===== config.mk =====
export PLATFORM = sky130hd
export DESIGN_NAME = ring_walker
export DESIGN_NICKNAME = d
export VERILOG_FILES = /design/src/rtl/ring_walk_pkg.sv /design/src/rtl/ring_cursor.sv /design/src/rtl/ring_poll_timer.sv /design/src/rtl/ring_desc_latch.sv /design/src/rtl/ring_walker.sv
export SDC_FILE = /design/constraint.sdc
export NUM_CORES = 1
export LEC_CHECK = 0
export BUFFER_PORTS_ARGS = -buffer_cell sky130_fd_sc_hd__buf_2
export CAP_MARGIN = 20
export CORE_AREA = 3 3 156 97
export DETAILED_ROUTE_END_ITERATION = 10
export DIE_AREA = 0 0 159 100
export GPL_TIMING_DRIVEN = 0
export PLACE_DENSITY = 0.83
export SYNTH_ARGS = -nofsm -noshare
export SYNTH_HDL_FRONTEND = slang
export SYNTH_SLANG_ARGS = --single-unit

===== constraint.sdc =====
create_clock -name clk -period 2.4 [get_ports clk]
set_input_delay 0.24 -clock clk [delete_from_list [all_inputs] [get_ports clk]]
set_output_delay 0.24 -clock clk [all_outputs]
set_load 0.02 [all_outputs]

===== src/rtl/ring_walk_pkg.sv =====
package ring_walk_pkg;
  localparam int WORD_W    = 32;
  localparam int OWN_BIT   = 31;
  localparam int JUMP_BIT  = 30;
  localparam int LAST_BIT  = 29;
  localparam int EVT_BIT   = 25;
  localparam int ENTRY_B   = 8;
  localparam int PTR_OFS   = 4;

  typedef enum logic [3:0] {
    ST_IDLE,
    ST_LEN_REQ,
    ST_LEN_WAIT,
    ST_PTR_REQ,
    ST_PTR_WAIT,
    ST_OFFER,
    ST_BUSY,
    ST_WBACK,
    ST_POLL
  } walk_state_t;
endpackage


===== src/rtl/ring_cursor.sv =====
module ring_cursor #(
  parameter int ADDR_W = 32,
  parameter int STEP   = 8
) (
  input  logic              clk,
  input  logic              rst_n,
  input  logic              load_base,
  input  logic [ADDR_W-1:0] base,
  input  logic              load_jump,
  input  logic [ADDR_W-1:0] jump_to,
  input  logic              advance,
  output logic [ADDR_W-1:0] pos
);
  localparam logic [ADDR_W-1:0] STEP_V = ADDR_W'(STEP);

  always_ff @(posedge clk or negedge rst_n) begin
    if (!rst_n)         pos <= '0;
    else if (load_base) pos <= base;
    else if (load_jump) pos <= jump_to;
    else if (advance)   pos <= pos + STEP_V;
  end
endmodule


===== src/rtl/ring_poll_timer.sv =====
module ring_poll_timer #(
  parameter int FREQ_W  = 4,
  parameter int SCALE_W = 4
) (
  input  logic               clk,
  input  logic               rst_n,
  input  logic               start,
  input  logic [FREQ_W-1:0]  freq,
  input  logic [SCALE_W-1:0] scale,
  output logic               expire
);
  localparam int TMR_W = FREQ_W + (1 << SCALE_W);

  logic [TMR_W-1:0] cnt;
  logic [TMR_W-1:0] span;

  always_comb span = (TMR_W'(freq) + TMR_W'(1)) << scale;

  always_ff @(posedge clk or negedge rst_n) begin
    if (!rst_n)            cnt <= '0;
    else if (start)        cnt <= span;
    else if (cnt != '0)    cnt <= cnt - TMR_W'(1);
  end

  assign expire = (cnt == TMR_W'(1));
endmodule


===== src/rtl/ring_desc_latch.sv =====
module ring_desc_latch
  import ring_walk_pkg::*;
#(
  parameter int LEN_W = 16
) (
  input  logic              clk,
  input  logic              rst_n,
  input  logic              cap_ctl,
  input  logic              cap_ptr,
  input  logic [WORD_W-1:0] rsp,
  output logic [WORD_W-1:0] ctl_word,
  output logic [WORD_W-1:0] ptr_word,
  output logic              is_jump,
  output logic              is_last,
  output logic              want_evt,
  output logic [LEN_W-1:0]  len,
  output logic [WORD_W-1:0] ctl_back
);
  always_ff @(posedge clk or negedge rst_n) begin
    if (!rst_n) begin
      ctl_word <= '0;
      ptr_word <= '0;
    end else begin
      if (cap_ctl) ctl_word <= rsp;
      if (cap_ptr) ptr_word <= rsp;
    end
  end

  always_comb begin
    is_jump  = ctl_word[JUMP_BIT];
    is_last  = ctl_word[LAST_BIT];
    want_evt = ctl_word[EVT_BIT];
    len      = ctl_word[LEN_W-1:0];
    ctl_back = ctl_word;
    ctl_back[OWN_BIT] = 1'b0;
  end
endmodule


===== src/rtl/ring_walker.sv =====
module ring_walker
  import ring_walk_pkg::*;
#(
  parameter int ADDR_W  = 32,
  parameter int LEN_W   = 16,
  parameter int FREQ_W  = 4,
  parameter int SCALE_W = 4
) (
  input  logic               clk,
  input  logic               rst_n,
  input  logic               base_we,
  input  logic [ADDR_W-1:0]  base_addr,
  input  logic               poll_en,
  input  logic [FREQ_W-1:0]  poll_freq,
  input  logic [SCALE_W-1:0] poll_scale,
  output logic               mem_req_valid,
  input  logic               mem_req_ready,
  output logic               mem_req_write,
  output logic [ADDR_W-1:0]  mem_req_addr,
  output logic [31:0]        mem_req_wdata,
  input  logic               mem_rsp_valid,
  input  logic [31:0]        mem_rsp_data,
  output logic               xfer_valid,
  input  logic               xfer_ready,
  output logic [31:0]        xfer_addr,
  output logic [LEN_W-1:0]   xfer_len,
  output logic               xfer_last,
  input  logic               xfer_done,
  output logic               done_evt
);
  localparam logic [ADDR_W-1:0] PTR_OFS_V = ADDR_W'(PTR_OFS);

  walk_state_t       state;
  logic [ADDR_W-1:0] pos;
  logic [31:0]       ctl_word, ptr_word, ctl_back;
  logic              is_jump, is_last, want_evt;
  logic [LEN_W-1:0]  len;
  logic              cap_ctl, cap_ptr, owned_rsp;
  logic              tmr_start, tmr_expire;
  logic              take_jump, step_fwd;

  always_comb begin
    owned_rsp = mem_rsp_data[OWN_BIT];
    cap_ctl   = (state == ST_LEN_WAIT) && mem_rsp_valid;
    cap_ptr   = (state == ST_PTR_WAIT) && mem_rsp_valid;
    tmr_start = cap_ctl && !owned_rsp && poll_en;
    take_jump = cap_ptr && is_jump;
    step_fwd  = (state == ST_WBACK) && mem_req_ready;
  end

  ring_cursor #(.ADDR_W(ADDR_W), .STEP(ENTRY_B)) u_cursor (
    .clk      (clk),
    .rst_n    (rst_n),
    .load_base(base_we),
    .base     (base_addr),
    .load_jump(take_jump),
    .jump_to  (ptr_word_next()),
    .advance  (step_fwd),
    .pos      (pos)
  );

  function automatic logic [ADDR_W-1:0] ptr_word_next();
    return mem_rsp_data[ADDR_W-1:0];
  endfunction

  ring_poll_timer #(.FREQ_W(FREQ_W), .SCALE_W(SCALE_W)) u_timer (
    .clk   (clk),
    .rst_n (rst_n),
    .start (tmr_start),
    .freq  (poll_freq),
    .scale (poll_scale),
    .expire(tmr_expire)
  );

  ring_desc_latch #(.LEN_W(LEN_W)) u_desc (
    .clk     (clk),
    .rst_n   (rst_n),
    .cap_ctl (cap_ctl),
    .cap_ptr (cap_ptr),
    .rsp     (mem_rsp_data),
    .ctl_word(ctl_word),
    .ptr_word(ptr_word),
    .is_jump (is_jump),
    .is_last (is_last),
    .want_evt(want_evt),
    .len     (len),
    .ctl_back(ctl_back)
  );

  always_ff @(posedge clk or negedge rst_n) begin
    if (!rst_n) begin
      state    <= ST_IDLE;
      done_evt <= 1'b0;
    end else begin
      done_evt <= 1'b0;
      if (base_we) begin
        state <= ST_IDLE;
      end else begin
        unique case (state)
          ST_IDLE:     if (poll_en) state <= ST_LEN_REQ;
          ST_LEN_REQ:  if (mem_req_ready) state <= ST_LEN_WAIT;
          ST_LEN_WAIT: if (mem_rsp_valid) begin
                         if (owned_rsp)    state <= ST_PTR_REQ;
                         else if (poll_en) state <= ST_POLL;
                         else              state <= ST_IDLE;
                       end
          ST_PTR_REQ:  if (mem_req_ready) state <= ST_PTR_WAIT;
          ST_PTR_WAIT: if (mem_rsp_valid) state <= is_jump ? ST_LEN_REQ : ST_OFFER;
          ST_OFFER:    if (xfer_ready) state <= ST_BUSY;
          ST_BUSY:     if (xfer_done) state <= ST_WBACK;
          ST_WBACK:    if (mem_req_ready) begin
                         state    <= ST_LEN_REQ;
                         done_evt <= want_evt;
                       end
          ST_POLL:     if (tmr_expire) state <= ST_LEN_REQ;
          default:     state <= ST_IDLE;
        endcase
      end
    end
  end

  always_comb begin
    mem_req_valid = (state == ST_LEN_REQ) || (state == ST_PTR_REQ) || (state == ST_WBACK);
    mem_req_write = (state == ST_WBACK);
    mem_req_addr  = (state == ST_PTR_REQ) ? pos + PTR_OFS_V : pos;
    mem_req_wdata = (state == ST_WBACK) ? ctl_back : '0;
    xfer_valid    = (state == ST_OFFER);
    xfer_addr     = ptr_word;
    xfer_len      = len;
    xfer_last     = is_last;
  end
endmodule


==> results of run 1 <==
## worst max-delay path, delay by kind of cell, from the launching register on
family / cells / cell delay, ns
AND/OR/NAND/NOR: 4 / 0.76
flip-flops: 1 / 0.36
XOR/XNOR: 1 / 0.27
adder cells (fa/ha/maj): 1 / 0.19
buffers and inverters: 2 / 0.38
## registers in the layout, indices dropped and copies added, names as in the netlist
| register | count |
|---|---|
| u_timer.cnt | 20 |
| state | 4 |
| u_desc.ctl_word | 31 |
| u_cursor.pos | 32 |
| u_desc.ptr_word | 32 |
| done_evt | 1 |
## kinds of logic (layout without fill, tap and decap cells)
group / count (synthesis) / after routing / share of synthesized area
other: 1 / 3 / 0.000506
AOI/OAI and AO/OA: 145 / 145 / 0.135
and+or+nand+nor: 290 / 290 / 0.208
xor gates and xnor gates: 59 / 59 / 0.0697
buffers and inverters: 86 / 349 / 0.0570
adders and majority gates: 6 / 6 / 0.0101
DFF: 120 / 120 / 0.405
muxes: 77 / 77 / 0.115
## area by class of cell
cell class | count | area share
Inverter | 16 | 0.00594
Tap cell | 192 | 0.0238
Sequential cell | 120 | 0.298
Clock buffer | 18 | 0.0435
Antenna cell | 2 | 0.000495
Clock inverter | 14 | 0.0240
Multi-Input combinational cell | 578 | 0.424
Timing Repair Buffer | 240 | 0.143
Buffer | 61 | 0.0367
## cell usage in the layout (no fill, tap or decap), types with 8 or more instances in the layout
cell type / synthesis / routed
xnor2_1: 37 / 32
buf_6: 0 / 14
and3_1: 9 / 9
clkbuf_1: 31 / 17
buf_2: 17 / 183
and2_1: 36 / 35
nand2_1: 68 / 62
o21ai_0: 26 / 26
mux2_2: 62 / 62
a21oi_1: 29 / 28
nand3_1: 31 / 27
dfrtp_2: 0 / 10
o22ai_1: 16 / 16
mux2i_1: 13 / 13
nand4_1: 20 / 20
nor2_1: 56 / 46
a31oi_1: 8 / 8
nor3_1: 13 / 8
clkbuf_16: 0 / 17
buf_4: 21 / 78
or3_1: 9 / 8
nand2b_1: 8 / 8
xor2_1: 22 / 21
o211ai_1: 9 / 9
inv_1: 15 / 15
dfrtp_1: 120 / 110
## power groups by stage
| stage | logic, uW | clock network, uW | registers [uW] |
|---|---|---|---|
| finish | 2980 | 3000 | 3200 |
| global route | 3200 | 3110 | 3290 |
| CTS | 2880 | 3000 | 3160 |
| detailed placement | 2780 | 0 | 3150 |
| global placement | 2720 | 0 | 3110 |
| floorplan | 1760 | 0 | 3250 |
## per-stage QoR
step / cell area [sq um] / instances / hold WS, ns / setup WS [ns] / setup TNS [ns]
final: 10100 / 1241 / 0.0430 / -0.216 / -2.04
after detailed placement: 8660 / 1171 / 0.200 / -0.370 / -3.63
after CTS: 9860 / 1227 / 0.0373 / -0.149 / -0.641
after floorplan: 7410 / 784 / -0.0556 / 0.180 / 0
after global placement: 8630 / 1170 / 0.453 / -0.455 / -55.84
after global routing: 10100 / 1239 / 0.0530 / -0.221 / -2.63
## what timing repair did
action                     in CTS  in global routing
hold buffers                    1                  0
pin swaps                      25                 21
hold endpoints to repair       44                  0
setup endpoints to repair      46                 63
gates resized for setup        80                 48
cloned                          0                  0
buffers inserted               30                 14
## per-layer routing
metal  vias to the layer above  global-route usage  share of wire
met1                      3726               0.471           0.44
li1                       3313                   -              -
met3                        67              0.0944           0.12
met4                         0              0.0894          0.021
met5                         -                   0              0
met2                       530               0.460           0.42
## final timing paths
path / startpoint / to / slack [ns]
max: u_cursor.pos[4] / mem_req_addr[27] / -0.22
min: base_addr[20] / u_cursor.pos[20] / 0.04
max reg2reg: state[2] / u_cursor.pos[23] / 0.05
min reg2reg: u_desc.ptr_word[26] / u_desc.ptr_word[26] / 0.50
max in group asynchronous: rst_n / u_cursor.pos[26] / 1.29
min in group asynchronous: rst_n / u_desc.ptr_word[10] / 0.33
==> results.toml, run 1 <==
[run_status]
status = "finished with violations"
violations = "negative setup slack"

[die]
initial_core_util = 0.541
io_pins = 197
core_sq_um = 13700
dieArea_sq_um = 15900
rows = 33
die_h_um = 100
die_x_um = 159

[sta]
worst_pin_slew_ns = 0.792
period_share = 1.09
rsz0062_at_grt = "yes"
fin_crit_ns = 2.62
max-slew-margin-rel = 0.472
finalSetupViolCount = 19
fin_worst_skew_ns = 0.0128
timing.fmax_ghz = 0.382
final_hold_viol_count = 0
fin_ws_ns = -0.216
maxSlewViolCount = 0

[finish]
regArea_sq_um = 3020
area_growth_pct = 36.3
utilization = 0.737
fillerInstances = 999
multi_input_area_sq_um = 4290
nets = 1120
drive_gt1_frac = 0.418

[routing]
drt_iter0_markers = 976
first_pass_iters = 6
via_count = 7636
drc = 0
wirelength_um = 26100
ant_nets = 0
viasPerCell = 6.15
post_drt_wl_per_cell_um = 21.0

[synth]
synth_area_leader_cell = "dfrtp_1"
synth_warnings = 0
async_reset_ff_frac = 1.00
ys.flop_type = "dfrtp_1"
synth_fp_nets = 870
synth-edff-count = 0
yosysMostFrequentCell = "dfrtp_1"
synth_cells = 784
synth_seq_area_share = 0.405
yosys-top-cells-count = "120 x dfrtp_1, 68 x nand2_1, 62 x mux2_2"
synth_top_cell_area_share = 0.405
synth_area_leaders = "dfrtp_1 40%, mux2_2 9.4%, xnor2_1 4.4%"
synth_cell_types = 72
avgSynthCellArea_sq_um = 9.46
ys_ff_latch = 120
netlist_area_sq_um = 7410

[power_and_ir_drop]
p_leak_uw = 0.00473
switchingPower_uw = 3170
switching_share = 0.345
powerDensity_nw_per_um2 = 909
power_frac_comb = 0.325
p_total_uw = 9180
p_seq_frac = 0.349
pwr-share-clk = 0.326
vdd_drop_max_v = 0.000499
internal-power_uw = 6010

[placement]
gp_congestion = 0.996
dp_hpwl_um = 18200
port_buffers = 194

[clock_network]
clock-sinks = 120
clk_latency_ns = 0.42
cts_made_buffers = 17
cts_tree = "yes"
clock_path_buffers = 2
clkSlewWorstSetupHoldPaths_ns = 0.06
htree_levels = 4
cts-root-buf = "clkbuf_16"

[critical_path]
crit_chain = "ha_2, nand4_1, buf_4, nor3_4, nand3_2, nor3_2, xor2_1, buf_4"
arrival_ns = 2.38
rr_worst_depth = 9
worstSetupPathType = "reg2out"
required_ns = 2.16
critPathSlowestCell = "dfrtp_1"
crit_path_max_incr_delay_ns = 0.36
crit_path_start_kind = "flip-flop"
cp_max_fo = 3
cpMostUsedCell = "buf_4"
cp-end-kind = "primary output"

[global_route]
grt_pass1_vias = 7163
grt_pass1_wl_um = 40100
antenna_found_initial = 1
grt_max_degree = 77
gr-total-overflow = 0
grt_usage = 0.320

[run]
maxCapViolCount = 0

[hold_path]
hold_class = "in2reg"
min_path_cells = 3
Power figures use the tool's default switching activity.
==> run 2: changes to the inputs <==
--- a/config.mk
+++ b/config.mk
@@ -7,11 +7,11 @@
 export LEC_CHECK = 0
 export BUFFER_PORTS_ARGS = -buffer_cell sky130_fd_sc_hd__buf_2
 export CAP_MARGIN = 20
-export CORE_AREA = 3 3 156 97
+export CORE_AREA = 3 3 150 94
 export DETAILED_ROUTE_END_ITERATION = 10
-export DIE_AREA = 0 0 159 100
+export DIE_AREA = 0 0 153 97
 export GPL_TIMING_DRIVEN = 0
-export PLACE_DENSITY = 0.83
+export PLACE_DENSITY = 0.88
 export SYNTH_ARGS = -nofsm -noshare
 export SYNTH_HDL_FRONTEND = slang
 export SYNTH_SLANG_ARGS = --single-unit
==> constraint.sdc (replaced) <==
create_clock -name clk -period 3.1 [get_ports clk]
set_input_delay 0.31 -clock clk [delete_from_list [all_inputs] [get_ports clk]]
set_output_delay 0.31 -clock clk [all_outputs]
set_load 0.02 [all_outputs]
==> results.toml, run 2 (same netlist as run 1, synthesis figures left out) <==
[finish]
layout_common_cells = "210 x buf_2, 120 x dfrtp_1, 68 x nand2_1"
largestRegisters = "u_cursor.pos x32, u_desc.ptr_word x32, u_desc.ctl_word x31"
drive_gt1_frac = 0.339
layout.cells.non_filler = 1185
diodes = 0
layout_commonest_cell = "buf_2"
final_area_sq_um = 9290
area_growth_pct = 25.3
nets = 1089

[sta]
timing.fmax_ghz = 0.333
period_share = 0.968
rsz0062_at_grt = "yes"
finalSetupTns_ns = 0
finalSetupViolCount = 0
final_hold_viol_count = 0
max-slew-margin-rel = 0.463
worst_pin_slew_ns = 0.806
fin_crit_ns = 3.00
maxSlewViolCount = 0
fin_worst_skew_ns = 0.00842

[critical_path]
arrival_ns = 2.69
cp_max_fo = 6
cp-end-kind = "primary output"
crit_path_start_kind = "flip-flop"
worstSetupPathType = "reg2out"
required_ns = 2.79

[die]
die_x_um = 153
initial_core_util = 0.581
rows = 32
die_h_um = 97
core_sq_um = 12800
dieArea_sq_um = 14800
io_pins = 197

[power_and_ir_drop]
p_leak_uw = 0.00433
vdd_drop_max_v = 0.000452
p_total_uw = 6580
powerDensity_nw_per_um2 = 708

[run]
maxCapViolCount = 0

[global_route]
grt_usage = 0.322
grt_pass1_wl_um = 37700
gr-total-overflow = 0
antenna_found_initial = 1
grt_max_degree = 65
grt_pass1_vias = 6848

[run_status]
status = "completed"

[routing]
drt_iter0_markers = 974
ant_nets = 0
post_drt_wl_per_cell_um = 20.5
first_pass_iters = 6
viasPerCell = 6.17
drc = 0
wirelength_um = 24300
via_count = 7306

[clock_network]
cts-root-buf = "clkbuf_16"
cts_tree = "yes"
clkSlewWorstSetupHoldPaths_ns = 0.06
cts_made_buffers = 17
clk_latency_ns = 0.41
clock_path_buffers = 2
clock-sinks = 120
htree_levels = 4

[placement]
port_buffers = 194
place_area_sq_um = 8630
gp_congestion = 1.01
dp_hpwl_um = 18300
dp.cells = 1149

[hold_path]
hold_class = "in2reg"
==> run 2: cell count changes in the layout (fill, tap and decap cells not counted), sizes merged <==
cell,before,now
buf,278,238
bufinv,6,2
clkbuf,40,51
clkinv,3,8
clkinvlp,3,2
diode,2,0
inv,18,15
==> run 2: path summary, 6_finish.rpt <==
check | cells after the start | startpoint | endpoint | slack [ns]
max | 7 | u_cursor.pos[3] | mem_req_addr[27] | 0.1
min | 3 | base_addr[17] | u_cursor.pos[17] | 0.12
max reg2reg | 6 | state[1] | u_cursor.pos[28] | 0.33
min reg2reg | 1 | u_desc.ptr_word[26] | u_desc.ptr_word[26] | 0.50
max in group asynchronous | 3 | rst_n | u_desc.ptr_word[26] | 1.94
min in group asynchronous | 2 | rst_n | u_desc.ctl_word[10] | 0.44
==> run 2: power by group <==
| group | switching, uW | leakage (uW) | internal (uW) | total, uW |
|---|---|---|---|---|
| Clock | 732 | 0.000282 | 1220 | 1950 |
| Sequential | 382 | 0.00148 | 2060 | 2440 |
| Combinational | 1210 | 0.00257 | 976 | 2190 |
| Total | 2330 | 0.00433 | 4250 | 6580 |
==> run 2: critical path, cell delays in order, from the launching register on <==
cell	delay [ns]
dfrtp_1	0.45
ha_1	0.27
nand4_1	0.22
nor3_4	0.35
nand3_1	0.29
nor3_1	0.25
xor2_1	0.25
buf_2	0.21
==> run 2: cell type report <==
| class | instances | area, sq um |
|---|---|---|
| fillers | 990 | 3480 |
| clock inverters | 11 | 125 |
| plain buffers | 70 | 363 |
| flip-flops and latches | 120 | 3000 |
| clock buffers | 20 | 457 |
| multi-input cells | 578 | 4020 |
| well taps | 170 | 213 |
| inverters | 16 | 60.1 |
| repair buffers | 200 | 1040 |
==> run 2: metal layers <==
metal	vias to the layer above	GRT usage	wire length [um]
met5	-	0	13
met4	2	0.0760	438
met3	65	0.100	3370
met2	537	0.449	10100
met1	3443	0.488	10400
li1	3259	-	-
==> run 2: metrics by stage <==
| step | worst slack (ns) | hold WS, ns | utilization |
|---|---|---|---|
| 5_1_grt | -0.0695 | 0.125 | 0.727 |
| 3_3_place_gp | 0.213 | 0.466 | 0.673 |
| 3_5_place_dp | 0.248 | 0.312 | 0.676 |
| 2_1_floorplan | 0.810 | 0.0144 | - |
| 6_report | 0.0989 | 0.119 | 0.727 |
| 4_1_cts | 0.0159 | 0.117 | 0.723 |
==> run 2: repair_timing <==
item,4_1_cts,5_1_grt
setup endpoints to repair,4,9
setup buffers,0,4
hold endpoints to repair,56,0
resized for setup,1,6
hold buffers,1,0
gates cloned,0,0
pin swaps,0,3
==> run 3: changes to the inputs <==
--- a/config.mk
+++ b/config.mk
@@ -11,7 +11,7 @@
 export DETAILED_ROUTE_END_ITERATION = 10
 export DIE_AREA = 0 0 153 97
 export GPL_TIMING_DRIVEN = 0
-export PLACE_DENSITY = 0.88
+export PLACE_DENSITY = 0.95
 export SYNTH_ARGS = -nofsm -noshare
 export SYNTH_HDL_FRONTEND = slang
 export SYNTH_SLANG_ARGS = --single-unit
==> results.toml, run 3 (same netlist as run 1, synthesis figures left out) <==
[die]
initial_core_util = 0.581
dieArea_sq_um = 14800
io_pins = 197
rows = 32
die_h_um = 97
core_sq_um = 12800
die_x_um = 153

[clock_network]
htree_levels = 4
cts_tree = "yes"
cts-root-buf = "clkbuf_16"
clock-sinks = 120
cts_made_buffers = 17
clock_path_buffers = 2
clkSlewWorstSetupHoldPaths_ns = 0.06
clk_latency_ns = 0.42

[power_and_ir_drop]
p_leak_uw = 0.00435
vdd_drop_max_v = 0.000411
powerDensity_nw_per_um2 = 737
p_total_uw = 6890

[critical_path]
crit_path_start_kind = "flip-flop"
required_ns = 2.79
crit_path_max_incr_delay_ns = 0.45
arrival_ns = 2.72
cp_max_fo = 6
crit_chain = "ha_1, nand4_1, nor3_4, nand3_1, nor3_1, xor2_1, buf_2"
cpLargestDelayFamily = "simple AND/OR/NAND/NOR gates"
critPathSlowestCell = "dfrtp_1"
worstSetupPathType = "reg2out"
cp-end-kind = "primary output"
worst-path-buf-inv = 1

[routing]
post_drt_wl_per_cell_um = 21.2
first_pass_iters = 7
top_layer_used = "met5"
wirelength_um = 25100
wl_met3_um = 3500
route.met2.wl_um = 10500
via_count = 7457
drt_iter0_markers = 893
drc = 0
ant_nets = 0
wl_met1_um = 10500
viasPerCell = 6.30

[finish]
layout_commonest_cell = "buf_2"
fillerInstances = 981
multi_input_area_sq_um = 4020
diodes = 0
largestRegisters = "u_cursor.pos x32, u_desc.ptr_word x32, u_desc.ctl_word x31"
nets = 1086
area_growth_pct = 26.1
utilization = 0.732
layout_common_cells = "210 x buf_2, 120 x dfrtp_1, 68 x nand2_1"
final_area_sq_um = 9350
drive_gt1_frac = 0.340
regArea_sq_um = 3000

[global_route]
grt_pass1_wl_um = 38600
grt_pass1_vias = 6988
antenna_found_initial = 1
gr-total-overflow = 0
grt_max_degree = 72
grt_usage = 0.329

[sta]
period_share = 0.977
finalSetupTns_ns = 0
timing.fmax_ghz = 0.330
max-slew-margin-rel = 0.456
fin_crit_ns = 3.03
fin_worst_skew_ns = 0.0108
finalSetupViolCount = 0
worst_pin_slew_ns = 0.815
final_hold_viol_count = 0
maxSlewViolCount = 0

[run_status]
status = "completed"

[placement]
gp_congestion = 0.970
place_area_sq_um = 8630
port_buffers = 194
dp_hpwl_um = 18600

[run]
maxCapViolCount = 0

[hold_path]
hold_class = "in2reg"
run 3: cell count changes in the layout (fill, tap and decap cells not counted), sizes merged:
cell,previous run,this run
buf,238,236
bufinv,2,5
inv,15,17
clkinv,8,5
clkinvlp,2,3
clkbuf,51,48
run 3: repair_timing:
action                     in CTS  in global routing
pin swaps                       0                  2
hold endpoints to repair       49                  0
setup endpoints to repair       7                  8
gates resized for setup         2                  4
hold buffers                    1                  0
setup buffers                   0                  2
run 3: layout make-up:
cell class	instances	share of cell area
Sequential cell	120	0.321
Timing Repair Buffer	198	0.110
Multi-Input combinational cell	578	0.430
Tap cell	170	0.0228
Buffer	69	0.0384
Clock buffer	18	0.0470
Inverter	16	0.00643
Clock inverter	14	0.0237
run 3: tightest hold or removal path, stage by stage:
cell and delay [ns]:
buf_2 0.07, nand2_1 0.04, o221ai_1 0.06
run 3: worst paths after layout:
| path | cells past startpoint | endpoint | slack [ns] | startpoint |
|---|---|---|---|---|
| max | 7 | mem_req_addr[27] | 0.07 | u_cursor.pos[3] |
| max in group asynchronous | 3 | u_timer.cnt[12] | 1.95 | rst_n |
| min reg2reg | 2 | u_desc.ptr_word[31] | 0.49 | u_desc.ptr_word[31] |
| min | 3 | u_cursor.pos[17] | 0.11 | base_addr[17] |
| min in group asynchronous | 2 | u_desc.ptr_word[7] | 0.41 | rst_n |
| max reg2reg | 7 | u_cursor.pos[19] | 0.20 | state[3] |
run 3: report_power, final:
group	internal, uW	switching, uW
Combinational	979	1230
Sequential	2060	383
Clock	1460	780
Total	4490	2390
run 3: through the flow:
stage	cells	hold WS, ns	worst slack, ns
finish	1183	0.108	0.0723
floorplan	784	0.0144	0.810
CTS	1182	0.103	0.0553
detailed placement	1149	0.282	0.246
global route	1183	0.107	-0.0247
global placement	1148	0.470	0.203
run 3: routing by layer:
layer	vias up	global-route usage
met3	76	0.117
li1	3248	-
met2	541	0.467
met5	-	0
met4	2	0.0828
met1	3590	0.479
